--- src/rtl/gpio_port_pkg.sv ---
package gpio_port_pkg;
    typedef enum logic [2:0] {
        SEL_NONE,
        SEL_MODE,
        SEL_DRIVE,
        SEL_LEVEL,
        SEL_INPUT
    } reg_sel_e;
endpackage

--- src/rtl/gpio_port_decode.sv ---
module gpio_port_decode
    import gpio_port_pkg::*;
#(
    parameter int ADDR_W    = 12,
    parameter int PORT_IDX  = 0,
    parameter int ALIAS_OFS = 'h80
) (
    input  logic [ADDR_W-1:0] addr,
    output reg_sel_e          sel,
    output logic              alias_hit
);
    localparam logic [ADDR_W-1:0] ALIAS_MASK = ADDR_W'(ALIAS_OFS);
    localparam logic [1:0]        PORT_FIELD = 2'(PORT_IDX);

    logic [ADDR_W-1:0] plain_ofs;
    logic              in_port;

    assign plain_ofs = addr & ~ALIAS_MASK;
    assign alias_hit = |(addr & ALIAS_MASK);
    assign in_port   = (plain_ofs[ADDR_W-1:6] == '0) &&
                       (plain_ofs[3:2] == PORT_FIELD) &&
                       (plain_ofs[1:0] == 2'b00);

    always_comb begin
        sel = SEL_NONE;
        if (in_port) begin
            unique case (plain_ofs[5:4])
                2'd0: sel = SEL_MODE;
                2'd1: sel = SEL_DRIVE;
                2'd2: sel = SEL_LEVEL;
                2'd3: sel = SEL_INPUT;
                default: sel = SEL_NONE;
            endcase
        end
    end
endmodule

--- src/rtl/gpio_port_reg.sv ---
module gpio_port_reg #(
    parameter int NPINS = 8
) (
    input  logic               clk,
    input  logic               rst_n,
    input  logic               wr_en,
    input  logic               masked,
    input  logic [2*NPINS-1:0] wdata,
    output logic [NPINS-1:0]   q
);
    logic [NPINS-1:0] q_next;

    for (genvar b = 0; b < NPINS; b++) begin : g_bit
        logic take;
        assign take      = wr_en && (!masked || wdata[NPINS+b]);
        assign q_next[b] = take ? wdata[b] : q[b];
    end

    always_ff @(posedge clk or negedge rst_n) begin
        if (!rst_n) q <= '0;
        else        q <= q_next;
    end
endmodule

--- src/rtl/gpio_port_sync.sv ---
module gpio_port_sync #(
    parameter int NPINS  = 8,
    parameter int STAGES = 2
) (
    input  logic             clk,
    input  logic             rst_n,
    input  logic [NPINS-1:0] d,
    output logic [NPINS-1:0] q
);
    logic [NPINS-1:0] chain [STAGES];

    for (genvar s = 0; s < STAGES; s++) begin : g_stage
        always_ff @(posedge clk or negedge rst_n) begin
            if (!rst_n)      chain[s] <= '0;
            else if (s == 0) chain[s] <= d;
            else             chain[s] <= chain[(s == 0) ? 0 : s-1];
        end
    end

    assign q = chain[STAGES-1];
endmodule

--- src/rtl/gpio_port.sv ---
module gpio_port
    import gpio_port_pkg::*;
#(
    parameter int NPINS     = 8,
    parameter int ADDR_W    = 12,
    parameter int DATA_W    = 32,
    parameter int PORT_IDX  = 0,
    parameter int ALIAS_OFS = 'h80,
    parameter int SYNC_LEN  = 2
) (
    input  logic              clk,
    input  logic              rst_n,
    input  logic              bus_wen,
    input  logic [ADDR_W-1:0] bus_addr,
    input  logic [DATA_W-1:0] bus_wdata,
    output logic [DATA_W-1:0] bus_rdata,
    input  logic [NPINS-1:0]  pad_in,
    output logic [NPINS-1:0]  pad_out,
    output logic [NPINS-1:0]  pad_oe,
    input  logic [NPINS-1:0]  sf_out,
    input  logic [NPINS-1:0]  sf_oe
);
    localparam int WPAIR_W = 2 * NPINS;

    reg_sel_e         sel;
    logic             alias_hit;
    logic [NPINS-1:0] mode_q, drive_q, level_q, in_q;
    logic [NPINS-1:0] rd_word;

    gpio_port_decode #(
        .ADDR_W(ADDR_W), .PORT_IDX(PORT_IDX), .ALIAS_OFS(ALIAS_OFS)
    ) i_decode (
        .addr(bus_addr), .sel(sel), .alias_hit(alias_hit)
    );

    gpio_port_reg #(.NPINS(NPINS)) i_mode (
        .clk(clk), .rst_n(rst_n), .wr_en(bus_wen && sel == SEL_MODE),
        .masked(alias_hit), .wdata(bus_wdata[WPAIR_W-1:0]), .q(mode_q)
    );

    gpio_port_reg #(.NPINS(NPINS)) i_drive (
        .clk(clk), .rst_n(rst_n), .wr_en(bus_wen && sel == SEL_DRIVE),
        .masked(alias_hit), .wdata(bus_wdata[WPAIR_W-1:0]), .q(drive_q)
    );

    gpio_port_reg #(.NPINS(NPINS)) i_level (
        .clk(clk), .rst_n(rst_n), .wr_en(bus_wen && sel == SEL_LEVEL),
        .masked(alias_hit), .wdata(bus_wdata[WPAIR_W-1:0]), .q(level_q)
    );

    gpio_port_sync #(.NPINS(NPINS), .STAGES(SYNC_LEN)) i_sync (
        .clk(clk), .rst_n(rst_n), .d(pad_in), .q(in_q)
    );

    always_comb begin
        rd_word = '0;
        unique case (sel)
            SEL_MODE:  rd_word = mode_q;
            SEL_DRIVE: rd_word = drive_q;
            SEL_LEVEL: rd_word = level_q;
            SEL_INPUT: rd_word = in_q;
            default:   rd_word = '0;
        endcase
    end

    assign bus_rdata = {{(DATA_W-NPINS){1'b0}}, rd_word};

    for (genvar p = 0; p < NPINS; p++) begin : g_pad
        assign pad_out[p] = mode_q[p] ? level_q[p] : sf_out[p];
        assign pad_oe[p]  = mode_q[p] ? drive_q[p] : sf_oe[p];
    end
endmodule

--- config.mk ---
export PLATFORM = sky130hd
export DESIGN_NAME = gpio_port
export DESIGN_NICKNAME = d
export VERILOG_FILES = /design/src/rtl/gpio_port_pkg.sv /design/src/rtl/gpio_port_decode.sv /design/src/rtl/gpio_port_reg.sv /design/src/rtl/gpio_port_sync.sv /design/src/rtl/gpio_port.sv
export SDC_FILE = /design/constraint.sdc
export NUM_CORES = 1
export LEC_CHECK = 0
export ABC_AREA = 1
export BUFFER_PORTS_ARGS = -buffer_cell sky130_fd_sc_hd__buf_4
export CORE_ASPECT_RATIO = 0.7
export CORE_MARGIN = 2
export CORE_UTILIZATION = 40
export CTS_CLUSTER_DIAMETER = 150
export DETAILED_ROUTE_END_ITERATION = 6
export GPL_TIMING_DRIVEN = 0
export MAX_ROUTING_LAYER = met4
export PLACE_DENSITY = 0.84
export SLEW_MARGIN = 20
export SYNTH_ARGS = -nofsm -noshare
export SYNTH_HDL_FRONTEND = slang
export SYNTH_HIERARCHICAL = 1
export SYNTH_SLANG_ARGS = --single-unit
--- constraint.sdc ---
create_clock -name clk -period 1.1 [get_ports clk]
set_input_delay 0.055 -clock clk [delete_from_list [all_inputs] [get_ports clk]]
set_output_delay 0.055 -clock clk [all_outputs]
set_load 0.03 [all_outputs]
Word level (Yosys, flattened, before mapping) --
Index checks and enable logic that the tools add are counted.
Word-level totals: flip-flop bits (word level) 40, input port bits 71, output and inout port bits 48
Operators by class: eq/ne operators 7, muxes and demuxes 19, reduce and logical (&&, ||, !) cells 42
Operator list (number):
- one-hot mux 8 bit (4 select lines) | 1
- logical AND 1 bit | 29
- 2-to-1 mux 1 bit | 16
- one-hot mux 3 bit (4 select lines) | 1
- logical OR 1 bit | 8
- equality test 3 x 2 -> 1 bit, second input constant | 2
- zero test 2 bit | 3
- zero test 6 bit | 1
- equality test 2 bit, second input constant | 2
- equality test 3 x 1 -> 1 bit, second input constant | 1
- equality test 3 bit, second input constant | 1
- 2-to-1 mux 3 bit | 1
- equality test 2 x 1 -> 1 bit, second input constant | 1
- zero test 1 bit | 1

Logic depth before layout (Yosys ltp) --
word-level depth 7, mapped depth 13, mapped depth without buffers 9

Hierarchy --
The synthesis kept the hierarchy.
By module, submodules not included:
- gpio_port_reg | times used 3, cells an instance 59, area each 407.9 um^2
- gpio_port | times used 1, cells an instance 129, area each 894.6 um^2
- gpio_port_sync | times used 1, cells an instance 24, area each 460.4 um^2
- gpio_port_decode | times used 1, cells an instance 19, area each 106.4 um^2

Least setup slack after synthesis --
Ideal clock, no wire load.
path kind input port to flip-flop, start input bus_addr[4], end register i_level.q[0], library setup time 0.116 ns, data arrival time 1.598 ns, data required time 0.984 ns, path slack -0.615 ns, stages 13, path buffers 4, cells stage by stage inv_1 ha_1 inv_1 nor3_1 buf_6 inv_6 buf_6 nor4_4 clkbuf_2 buf_4 nand2_1 nand2_1 nand2_1
On the way: cells in the longest elaborated chain, start to end 6
Ends and longest elaborated chain:
- from (decl) | RTL line gpio_port.sv:14 | input logic [ADDR_W-1:0] bus_addr,
- equality test 2 bit, or another cell as far along | RTL line gpio_port_decode.sv:27 | unique case (plain_ofs[5:4])
- one-hot mux 3 bit (4 select lines) * | RTL line gpio_port_decode.sv:27
- 2-to-1 mux 3 bit * | RTL line gpio_port_decode.sv:26 | if (in_port) begin
- named net sel[1] | RTL line gpio_port.sv:25 | reg_sel_e sel;
- equality test 3 x 2 -> 1 bit * | RTL line gpio_port.sv:47 | .clk(clk), .rst_n(rst_n), .wr_en(bus_wen && sel == SEL_LEVEL),
- logical AND 1 bit * | RTL line gpio_port.sv:47
- logical AND 1 bit * | RTL line gpio_port_reg.sv:15 | assign take = wr_en && (!masked || wdata[NPINS+b]);
- to (signal assigned) | RTL line gpio_port_reg.sv:21 | else q <= q_next;
- to (decl) | RTL line gpio_port_reg.sv:9 | output logic [NPINS-1:0] q
Mark *: on every way through the listed nets, which the timed path passes. The rest lies on a longest branch. A chain may end at the register's enable or synchronous reset.

Worst setup path in the final report --
start input bus_addr[2], end register i_level.q[7]
On the way: cells in the longest elaborated chain, start to end 7
Ends and longest elaborated chain:
- zero test 2 bit | RTL line gpio_port_decode.sv:21 | (plain_ofs[3:2] == PORT_FIELD) &&
- logical AND 1 bit | RTL line gpio_port_decode.sv:20 | assign in_port = (plain_ofs[ADDR_W-1:6] == '0) &&
- logical AND 1 bit | RTL line gpio_port_decode.sv:21
- 2-to-1 mux 3 bit | RTL line gpio_port_decode.sv:26
- named net sel[1] | RTL line gpio_port.sv:25
- equality test 3 x 2 -> 1 bit | RTL line gpio_port.sv:47
- logical AND 1 bit | RTL line gpio_port.sv:47
- logical AND 1 bit | RTL line gpio_port_reg.sv:15
The timed path passes the listed nets, and every way through them passes these cells.

==> qor.yml <==
setup_viol: 48
max_cap_violations: 0
overflow: 0
ff2ff_setup_slack_ns: 0.28
min_to: "i_mode/q[1]"
hold_viol: 0
avgRoutedWirePerCell_um: 16.0
skew_ns: 0.00140
multi_input_area_sq_mm: 0.00156
vdd_drop_max_mv: 0.597
ant_nets: 0
clockBufferDepth: 2
hold_path_class: "in2reg"
layout.cells.most_common_list: "96 x buf_4, 84 x nand2_1, 39 x buf_6, 34 x dfrtp_1, 32 x nand4_1"
cts_tree: "built"
synth_seq_cells: 40
ys_seq_area_share_pct: 37.3
ios: 119
maxSlewHeadroom_pct: 64.8
reg2reg_from: "i_mode/q[6]"
synth_top_area_cell: "dfrtp_1"
hold-worst-slack_ns: 0.00127
route.detailed.drc: 0
die_area_sq_mm: 0.00739
routed_wl_um: 9330
synth.distinct_cells: 19
firstDrtPassIters: 5
grt_max_degree: 41
rsz0062_at_grt: "yes"
dr_total_vias: 2957
track_usage_pct: 23.7
reg2regPathDepth: 3
syn-mean-instance-area_sq_um: 7.69
synth_top_area_share_pct: 37.3
status: "complete, but fails checks"
endpoint_kind: "flip-flop"
nets: 566
die_h_um: 72.6
die_w_um: 102
cp.arrival_ns: 1.72
seq_area_sq_mm: 0.00101
crit_type: "in2reg"
portBuffers: 77
antenna-diode-count: 0
worstPathMaxFanout: 5
setup_slack_ns: -0.436
clkSinkCount: 40
clkTransAtPathRegs_ns: 0.08
syn_to_final_growth_pct: 71.2
finalCriticalPeriod_ns: 1.54
worstHoldStart: "bus_wdata[1]"
postSynthCellCount: 349
yosys_warnings: 6
crit_required_ns: 1.29
power.static_leakage_nw: 2.40
grt_pass1_vias: 2754
finalCritPeriodShare_pct: 140
grt_pass1_wl_um: 13100
insertion_delay_ns: 0.30
layout_commonest_cell: "buf_4"
synth_area_sq_mm: 0.00269
synth.area.top_cells: "dfrtp_1 37%, nand2_1 17%, buf_4 10%"
fp-row-count: 24
cts_max_level: 2
maxSlewViolCount: 0
hold_depth: 3
gp_congestion: 0.819
finalPower_mw: 3.56
worstReg2RegEnd: "i_mode/q[6]"
drive_gt1_share_pct: 54.8
grt_antenna_before_repair: 0
hpwl_um: 5510
worst_pin_slew_ns: 0.529
cp-start-kind: "input port"
vias_per_cell: 5.06
fmax_mhz: 651
first_iter_violations: 380
power_density_mw_per_mm2: 774
root_buffer: "clkbuf_8"
start_util_pct: 42.2
core_region_area_sq_mm: 0.00637
violations: "setup timing"
fill_cells: 443
numCtsBuffers: 5
[critical path: stages]
cell and delay (ns):
buf_6 0.10, nor2_4 0.11, nand3_4 0.13, nor3_4 0.22
buf_6 0.17, inv_8 0.05, buf_8 0.13, nor4_4 0.22
clkbuf_8 0.22, buf_6 0.11, nand2_2 0.05, nand2_1 0.07
nand2_1 0.07
[state kept, by name, summed over array words and instances, names as in the netlist]
register and count:
i_drive/q 8, i_level/q 8, i_mode/q 8, i_sync/chain 8
i_sync/q 8
[where the power goes]
| group | internal, mW | total (mW) | switching, mW |
|---|---|---|---|
| logic | 0.382 | 0.808 | 0.427 |
| clock network | 0.671 | 1.23 | 0.556 |
| registers | 1.51 | 1.52 | 0.0175 |
[worst max path at each step]
| stage | slack [ns] | end | from |
|---|---|---|---|
| after floorplan | -0.48 | i_level/q[0] | bus_addr[4] |
| after global placement | -0.84 | i_level/q[1] | bus_addr[4] |
| after detailed placement | -0.92 | i_drive/q[1] | bus_addr[4] |
| after CTS | -0.39 | i_drive/q[1] | bus_addr[4] |
| after global routing | -0.48 | i_level/q[7] | bus_addr[2] |
| final | -0.44 | i_level/q[7] | bus_addr[2] |
[cell usage after synthesis]
master	count
nor3_1	3
inv_6	2
buf_4	37
clkbuf_8	1
nand3_1	25
nor2_1	5
buf_6	4
inv_2	1
conb_1	1
nor4_4	3
mux2_2	16
dfrtp_1	40
inv_1	46
buf_2	5
nand2_1	121
ha_1	3
nand4_1	32
buf_8	1
clkbuf_2	3
[routing by layer]
metal | wire (um) | vias to the layer above | GRT usage (%)
met5 | 0 | - | -
met4 | 276 | 0 | 4.59
met3 | 908 | 37 | 3.95
met2 | 4540 | 184 | 40.3
met1 | 3610 | 1391 | 30.3
li1 | - | 1345 | -
[what timing repair did]
item / CTS / global route
hold endpoints to repair: 48 / 0
gates resized for setup: 87 / 43
hold buffers: 9 / 0
setup buffers: 16 / 6
gates cloned: 3 / 2
pin swaps: 19 / 35
endpoints found under the setup margin: 48 / 48
[metrics by stage]
step | cell area, sq um | worst slack, ns | util, % | instances | TNS, ns
global placement | 3670 | -0.841 | 57.6 | 540 | -21.82
detailed placement | 3670 | -0.915 | 57.6 | 540 | -22.94
floorplan | 2980 | -0.484 | - | 372 | -9.91
CTS | 4370 | -0.388 | 68.7 | 576 | -13.73
finish | 4600 | -0.436 | 72.2 | 584 | -14.66
global route | 4600 | -0.483 | 72.2 | 584 | -17.05
[layout make-up]
cell class,count,share of cell area (%)
Multi-Input combinational cell,232,33.9
Timing Repair Buffer,113,24.7
Sequential cell,40,21.9
Buffer,51,9.99
Inverter,49,4.65
Tap cell,91,2.48
Clock buffer,5,1.50
Clock inverter,3,0.925
[cell families (layout without fill, tap and decap cells)]
logic type / after synthesis / in the layout / synth area share [%]
adder cells (fa/ha/maj): 3 / 3 / 1.40
buffers and inverters: 100 / 221 / 21.8
flip-flops: 40 / 40 / 37.3
multiplexers: 16 / 16 / 6.71
other: 1 / 24 / 0.140
AND/OR/NAND/NOR: 189 / 189 / 32.7
No activity file was read; power rests on OpenSTA's default activity.
